File: config.mk
export PLATFORM = sky130hd
export DESIGN_NAME = hbr_decode_lookup
export DESIGN_NICKNAME = d
export VERILOG_FILES = /design/src/rtl/hbr_dec_pkg.sv /design/src/rtl/hbr_dec_regs.sv /design/src/rtl/hbr_dec_index.sv /design/src/rtl/hbr_dec_pick.sv /design/src/rtl/hbr_decode_lookup.sv
export SDC_FILE = /design/constraint.sdc
export NUM_CORES = 1
export LEC_CHECK = 0
export ABC_CLOCK_PERIOD_IN_PS = 7100
export BUFFER_PORTS_ARGS = -buffer_cell sky130_fd_sc_hd__buf_2
export CAP_MARGIN = 20
export CORE_MARGIN = 10
export CORE_UTILIZATION = 53
export CTS_CLUSTER_DIAMETER = 200
export CTS_CLUSTER_SIZE = 12
export DETAILED_ROUTE_END_ITERATION = 6
export PLACE_DENSITY = 0.82
export SYNTH_ARGS = -nofsm -noshare
export SYNTH_HDL_FRONTEND = slang
export SYNTH_HIERARCHICAL = 1
export SYNTH_SLANG_ARGS = --single-unit
File: constraint.sdc
create_clock -name clk -period 7.1 [get_ports clk]
set_clock_uncertainty 0.1 [all_clocks]
set_input_delay 1.065 -clock clk [delete_from_list [all_inputs] [get_ports clk]]
set_output_delay 1.065 -clock clk [all_outputs]
set_load 0.05 [all_outputs]
File: src/rtl/hbr_dec_pkg.sv
package hbr_dec_pkg;
  localparam int GRAN_SHIFT = 8;   // 256-byte base granularity
  localparam int CODE_W     = 4;
  localparam int IG_LSB     = 0;
  localparam int IW_LSB     = 4;
  localparam int COMMIT_BIT = 10;

  typedef enum logic [1:0] {
    SEL_CTRL   = 2'd0,
    SEL_TGT_LO = 2'd1,
    SEL_TGT_HI = 2'd2,
    SEL_NONE   = 2'd3
  } reg_sel_e;

  typedef struct packed {
    logic              commit;
    logic [CODE_W-1:0] iw;
    logic [CODE_W-1:0] ig;
  } ctrl_s;
endpackage

File: src/rtl/hbr_dec_regs.sv
module hbr_dec_regs
  import hbr_dec_pkg::*;
#(
  parameter int DATA_W = 32
) (
  input  logic              clk,
  input  logic              rst_n,
  input  logic              wr_en,
  input  logic [1:0]        wr_sel,
  input  logic [DATA_W-1:0] wr_data,
  output ctrl_s             ctrl,
  output logic [DATA_W-1:0] tgt_lo,
  output logic [DATA_W-1:0] tgt_hi
);
  ctrl_s             ctrl_q, ctrl_d;
  logic [DATA_W-1:0] lo_q, lo_d, hi_q, hi_d;

  always_comb begin
    ctrl_d = ctrl_q;
    lo_d   = lo_q;
    hi_d   = hi_q;
    if (wr_en) begin
      case (reg_sel_e'(wr_sel))
        SEL_CTRL: begin
          ctrl_d.commit = wr_data[COMMIT_BIT];
          ctrl_d.iw     = wr_data[IW_LSB +: CODE_W];
          ctrl_d.ig     = wr_data[IG_LSB +: CODE_W];
        end
        SEL_TGT_LO: lo_d = wr_data;
        SEL_TGT_HI: hi_d = wr_data;
        default: ;
      endcase
    end
  end

  always_ff @(posedge clk or negedge rst_n) begin
    if (!rst_n) begin
      ctrl_q <= '0;
      lo_q   <= '0;
      hi_q   <= '0;
    end else begin
      ctrl_q <= ctrl_d;
      lo_q   <= lo_d;
      hi_q   <= hi_d;
    end
  end

  assign ctrl   = ctrl_q;
  assign tgt_lo = lo_q;
  assign tgt_hi = hi_q;

  AST_SEL_NONE_INERT: assert property (@(posedge clk) disable iff (!rst_n)
    (wr_en && wr_sel == SEL_NONE) |=> ($stable(ctrl_q) && $stable(lo_q) && $stable(hi_q)));
  AST_IDLE_REGS_HOLD: assert property (@(posedge clk) disable iff (!rst_n)
    !wr_en |=> ($stable(ctrl_q) && $stable(lo_q) && $stable(hi_q)));
endmodule

File: src/rtl/hbr_dec_index.sv
module hbr_dec_index
  import hbr_dec_pkg::*;
#(
  parameter int ADDR_W = 52,
  parameter int POS_W  = 3,
  parameter int IG_MAX = 6
) (
  input  logic [ADDR_W-1:0] addr,
  input  logic [CODE_W-1:0] ig,
  input  logic [CODE_W-1:0] iw,
  output logic [POS_W-1:0]  pos,
  output logic              fmt_ok
);
  localparam logic [CODE_W-1:0] IG_LIM = CODE_W'(IG_MAX);
  localparam logic [CODE_W-1:0] IW_LIM = CODE_W'(POS_W);

  logic [POS_W-1:0] pos_raw;
  logic [POS_W-1:0] way_mask;

  always_comb begin
    pos_raw = POS_W'(addr >> (GRAN_SHIFT + int'(ig)));
    for (int i = 0; i < POS_W; i++) begin
      way_mask[i] = (i < int'(iw));
    end
    pos    = pos_raw & way_mask;
    fmt_ok = (ig <= IG_LIM) && (iw <= IW_LIM);
  end
endmodule

File: src/rtl/hbr_dec_pick.sv
module hbr_dec_pick #(
  parameter int DATA_W = 32,
  parameter int PORT_W = 8,
  parameter int POS_W  = 3
) (
  input  logic [DATA_W-1:0] tgt_lo,
  input  logic [DATA_W-1:0] tgt_hi,
  input  logic [POS_W-1:0]  pos,
  output logic [PORT_W-1:0] port
);
  localparam int EPW   = DATA_W / PORT_W;
  localparam int N_ENT = 2 * EPW;

  logic [PORT_W-1:0] entry [N_ENT];

  for (genvar n = 0; n < N_ENT; n++) begin : g_ent
    if (n < EPW) begin : g_lo
      assign entry[n] = tgt_lo[n*PORT_W +: PORT_W];
    end else begin : g_hi
      assign entry[n] = tgt_hi[(n-EPW)*PORT_W +: PORT_W];
    end
  end

  assign port = entry[pos];
endmodule

File: src/rtl/hbr_decode_lookup.sv
module hbr_decode_lookup
  import hbr_dec_pkg::*;
#(
  parameter int ADDR_W = 52,
  parameter int DATA_W = 32,
  parameter int PORT_W = 8,
  parameter int IG_MAX = 6
) (
  input  logic              clk,
  input  logic              rst_n,
  input  logic              wr_en,
  input  logic [1:0]        wr_sel,
  input  logic [DATA_W-1:0] wr_data,
  input  logic              addr_vld,
  input  logic [ADDR_W-1:0] addr,
  output logic              res_vld,
  output logic              res_hit,
  output logic [PORT_W-1:0] res_port
);
  localparam int N_ENT = 2 * (DATA_W / PORT_W);
  localparam int POS_W = $clog2(N_ENT);
  localparam logic [CODE_W-1:0] IW_LIM = CODE_W'(POS_W);

  ctrl_s             ctrl;
  logic [DATA_W-1:0] tgt_lo, tgt_hi;
  logic [POS_W-1:0]  pos;
  logic              fmt_ok;
  logic [PORT_W-1:0] pick_port;

  logic              vld_q, hit_q, hit_d;
  logic [PORT_W-1:0] port_q, port_d;

  hbr_dec_regs #(.DATA_W(DATA_W)) u_regs (
    .clk(clk), .rst_n(rst_n), .wr_en(wr_en), .wr_sel(wr_sel),
    .wr_data(wr_data), .ctrl(ctrl), .tgt_lo(tgt_lo), .tgt_hi(tgt_hi)
  );

  hbr_dec_index #(.ADDR_W(ADDR_W), .POS_W(POS_W), .IG_MAX(IG_MAX)) u_index (
    .addr(addr), .ig(ctrl.ig), .iw(ctrl.iw), .pos(pos), .fmt_ok(fmt_ok)
  );

  hbr_dec_pick #(.DATA_W(DATA_W), .PORT_W(PORT_W), .POS_W(POS_W)) u_pick (
    .tgt_lo(tgt_lo), .tgt_hi(tgt_hi), .pos(pos), .port(pick_port)
  );

  always_comb begin
    hit_d  = ctrl.commit && fmt_ok;
    port_d = hit_d ? pick_port : '0;
  end

  always_ff @(posedge clk or negedge rst_n) begin
    if (!rst_n) begin
      vld_q  <= 1'b0;
      hit_q  <= 1'b0;
      port_q <= '0;
    end else begin
      vld_q <= addr_vld;
      if (addr_vld) begin
        hit_q  <= hit_d;
        port_q <= port_d;
      end
    end
  end

  assign res_vld  = vld_q;
  assign res_hit  = hit_q;
  assign res_port = port_q;

  AST_UNCOMMITTED_MISS: assert property (@(posedge clk) disable iff (!rst_n)
    (addr_vld && !ctrl.commit) |=> !res_hit);
  AST_BAD_GRAN_MISS: assert property (@(posedge clk) disable iff (!rst_n)
    (addr_vld && ctrl.ig > CODE_W'(IG_MAX)) |=> !res_hit);
  AST_BAD_WAYS_MISS: assert property (@(posedge clk) disable iff (!rst_n)
    (addr_vld && ctrl.iw > IW_LIM) |=> !res_hit);
  AST_STROBE_TO_VALID: assert property (@(posedge clk) disable iff (!rst_n)
    addr_vld |=> res_vld);
  AST_NO_STRAY_VALID: assert property (@(posedge clk) disable iff (!rst_n)
    !addr_vld |=> !res_vld);
  AST_MISS_PORT_ZERO: assert property (@(posedge clk) disable iff (!rst_n)
    !res_hit |-> res_port == '0);
  AST_RESULT_HOLD: assert property (@(posedge clk) disable iff (!rst_n)
    !addr_vld |=> ($stable(res_hit) && $stable(res_port)));
endmodule

==> impl_metrics.ini <==
[clock_network]
clock_tree.buffer_depth = 2
worst_skew_pair.late_latency_ps = 340
postCtsHoldBufs = 0
ctsResizeCount = 0
cts.sink_count = 83
cts_made_buffers = 9
max_h_tree_level = 3
clock_tree.root_cell = sky130_fd_sc_hd__clkbuf_8
cts.clk_slew.worst_paths_ps = 70
cts.repair_timing.setup_buffer_count = 0
cts_tree = yes

[floorplanning]
core_area_mm2 = 0.00785
floorplan.die_area_mm2 = 0.0122
die_w_um = 110
die_height_um = 110
fp-row-count = 32
io_pins = 100
starting_density_of_the_core = 0.553

[synthesis]
seq_area_frac_synth = 0.479
ys_types = 34
netlist_area_mm2 = 0.00434
number_of_flip_flops_and_latches_in_the_synthesized_netlist = 83
yosysWarnings = 6
synthCells = 263
syn_nets = 353
synth.avg_cell_area_um2 = 16.5

[setup_path]
worstSetupPathType = in2reg
crit_slowest_cell = sky130_fd_sc_hd__nand4_1
worst_setup_sp_type = primary input
critical_path.cell_chain = buf_2 -> mux4_2 -> nand4b_1 -> nand4_1 -> mux4_1 -> mux2_2 -> nand2_1 -> o22ai_2
cp_data_arrival_time_ps = 3570
critPathRequiredTime_ps = 7210
critical_path.endpoint_type = register
timing.critical_path.fanout_max = 16
slowest_delay_ps = 750

[finish]
multi_input_area_mm2 = 0.00204
final-seq-area_mm2 = 0.00208
instances_no_fill = 428
commonest_non_fill_non_tap_cell_in_the_layout = sky130_fd_sc_hd__dfrtp_1
mostFrequentLayoutCells = sky130_fd_sc_hd__dfrtp_1, sky130_fd_sc_hd__buf_2, sky130_fd_sc_hd__mux2_2
num_antenna_cells = 0
syn_to_final_growth_pct = 11.5
drive_gt1_frac = 0.577
finish.net_count = 412
number_of_fill_cells_in_the_layout = 595

[global_route]
first_pass_grt_wire_length_um = 13800
grt.total_usage = 0.137
first_global_vias = 2721
grt_antenna_before_repair = 0
gr-total-overflow = 0
grt_start_max_net_pins = 84

[timing]
setup_violation_total_in_the_final_timing_report = 0
max_freq_ghz = 0.289
report.final.hold_viol_count = 0
rsz0062_at_grt = no
final_worst_path_cycle_share = 0.487
period_minus_ws_final_ps = 3460
max_slew_margin = 0.356
max_slew.worst_pin.slew_ps = 963
timing.final.max_slew_violations = 0
fin_tns_setup_ps = 0

[placed_design]
place_inst = 412
finalWeightedCongestion = 0.790
hpwl_dp_um = 6080
buffer_ports.inserted = 65

[routing]
antenna_violating_nets_post_route = 0
drc = 0
routed_wl_um = 8530
drtPass1Iterations = 4
first_iter_violations = 138
wire_per_inst_um = 19.9
vias = 2476
route.detailed.vias_per_inst = 5.79

[hold_path]
hold_path_class = reg2reg

[power]
worst_ir_drop_vdd_v = 0.000126
switching_power_w = 0.000405
p_per_area_mw_per_mm2 = 291
part_of_the_power_in_registers = 0.441
switching_share = 0.288
relative_contribution_of_combinational_cells_to_total_power = 0.321
power.static_leakage_nw = 2.24
internal_power_w = 0.00100
power.clock.fraction = 0.238

[outcome]
run_status = finished clean

[flow_run]
max_cap_viol_count = 0
==> through the flow <==
step | instance area (µm²) | power (W) | util | worst slack [ps] | hold slack, ps
2_1_floorplan | 4340 | 0.000980 | - | 3900 | 370
3_3_place_gp | 4620 | 0.00106 | 0.588 | 3330 | 379
3_5_place_dp | 4620 | 0.00108 | 0.588 | 3300 | 388
4_1_cts | 4810 | 0.00142 | 0.613 | 3660 | 404
5_1_grt | 4840 | 0.00147 | 0.617 | 3560 | 422
6_report | 4840 | 0.00141 | 0.617 | 3640 | 405
==> cells in the mapped netlist <==
| cell type | count | share of area |
|---|---|---|
| sky130_fd_sc_hd__o211ai_1 | 1 | 0.0017 |
| sky130_fd_sc_hd__o21a_1 | 1 | 0.0017 |
| sky130_fd_sc_hd__nand3_1 | 1 | 0.0012 |
| sky130_fd_sc_hd__buf_6 | 6 | 0.016 |
| sky130_fd_sc_hd__o31a_1 | 1 | 0.0020 |
| sky130_fd_sc_hd__nand4b_1 | 2 | 0.0040 |
| sky130_fd_sc_hd__o21ai_1 | 1 | 0.0012 |
| sky130_fd_sc_hd__inv_1 | 9 | 0.0078 |
| sky130_fd_sc_hd__mux4_2 | 11 | 0.057 |
| sky130_fd_sc_hd__a211o_1 | 1 | 0.0020 |
| sky130_fd_sc_hd__buf_4 | 1 | 0.0017 |
| sky130_fd_sc_hd__a31oi_1 | 1 | 0.0014 |
| sky130_fd_sc_hd__mux2_4 | 30 | 0.10 |
| sky130_fd_sc_hd__mux4_1 | 15 | 0.091 |
| sky130_fd_sc_hd__nand3b_4 | 2 | 0.0092 |
| sky130_fd_sc_hd__nand2_2 | 2 | 0.0029 |
| sky130_fd_sc_hd__buf_12 | 2 | 0.0092 |
| sky130_fd_sc_hd__and3_1 | 1 | 0.0014 |
| sky130_fd_sc_hd__o21ai_0 | 1 | 0.0012 |
| sky130_fd_sc_hd__buf_1 | 1 | 0.00086 |
| sky130_fd_sc_hd__mux2_2 | 53 | 0.14 |
| sky130_fd_sc_hd__clkbuf_1 | 2 | 0.0017 |
| sky130_fd_sc_hd__nor3b_2 | 1 | 0.0029 |
| sky130_fd_sc_hd__clkbuf_8 | 3 | 0.0095 |
| sky130_fd_sc_hd__mux2i_1 | 3 | 0.0069 |
| sky130_fd_sc_hd__nor2b_1 | 1 | 0.0014 |
| sky130_fd_sc_hd__a21oi_1 | 1 | 0.0012 |
| sky130_fd_sc_hd__nand4_1 | 2 | 0.0029 |
| sky130_fd_sc_hd__nor3b_1 | 1 | 0.0017 |
| sky130_fd_sc_hd__nor4_1 | 2 | 0.0029 |
| sky130_fd_sc_hd__o22ai_2 | 8 | 0.023 |
| sky130_fd_sc_hd__nand2_1 | 9 | 0.0078 |
| sky130_fd_sc_hd__dfrtp_1 | 83 | 0.48 |
| sky130_fd_sc_hd__buf_2 | 4 | 0.0046 |
==> final cells by class <==
class,count,share of cell area
clock buffer,13,0.0328
clock inverter,2,0.00724
inverter,9,0.00698
multi-input combinational,152,0.422
sequential,83,0.429
tap,102,0.0264
timing repair buffer,67,0.0750
==> final timing paths <==
| check | from | endpoint | slack (ps) | depth (start not counted) |
|---|---|---|---|---|
| max | addr[23] | res_port[1] | 3640 | 8 |
| min | u_regs/tgt_lo[6] | u_regs/tgt_lo[6] | 400 | 1 |
| max reg2reg | u_regs/ctrl[0] | res_port[1] | 3680 | 7 |
| min reg2reg | u_regs/tgt_lo[6] | u_regs/tgt_lo[6] | 400 | 1 |
| max in group asynchronous | rst_n | u_regs/tgt_hi[13] | 5890 | 2 |
| min in group asynchronous | rst_n | u_regs/tgt_hi[21] | 440 | 1 |
==> layer usage <==
metal  part of all wire  GRT usage  wire, µm
met2               0.52      0.236      4440
met1               0.43      0.163      3630
met5                  0          0         0
met3              0.041     0.0313       346
met4              0.014     0.0492       118
==> kinds of logic (layout without fill, tap and decap cells) <==
kind of cell    after synthesis  after routing  share of synthesized area
compound gates               16             16                     0.0355
simple gates                 24             24                     0.0384
buf+inv                      28             91                     0.0511
flops                        83             83                      0.479
mux                         112            112                      0.396
==> worst max-delay path, delay by kind of cell <==
family / cells / cell delay (ps)
buf+inv: 1 / 120
simple gates: 3 / 950
compound gates: 1 / 60
mux: 3 / 1360
==> state kept, by name, summed over array words and instances (netlist names) <==
signal	flops
u_regs/tgt_hi	32
u_regs/tgt_lo	32
u_regs/ctrl	9
res_port	8
res_hit	1
res_vld	1
==> power groups by stage <==
stage	combinational [W]	sequential, W	clock (W)
CTS	0.000453	0.000620	0.000343
finish	0.000452	0.000620	0.000334
global route	0.000480	0.000632	0.000362
detailed placement	0.000451	0.000629	0
global placement	0.000440	0.000620	0
floorplan	0.000360	0.000620	0
No activity file was read; power rests on OpenSTA's default activity.
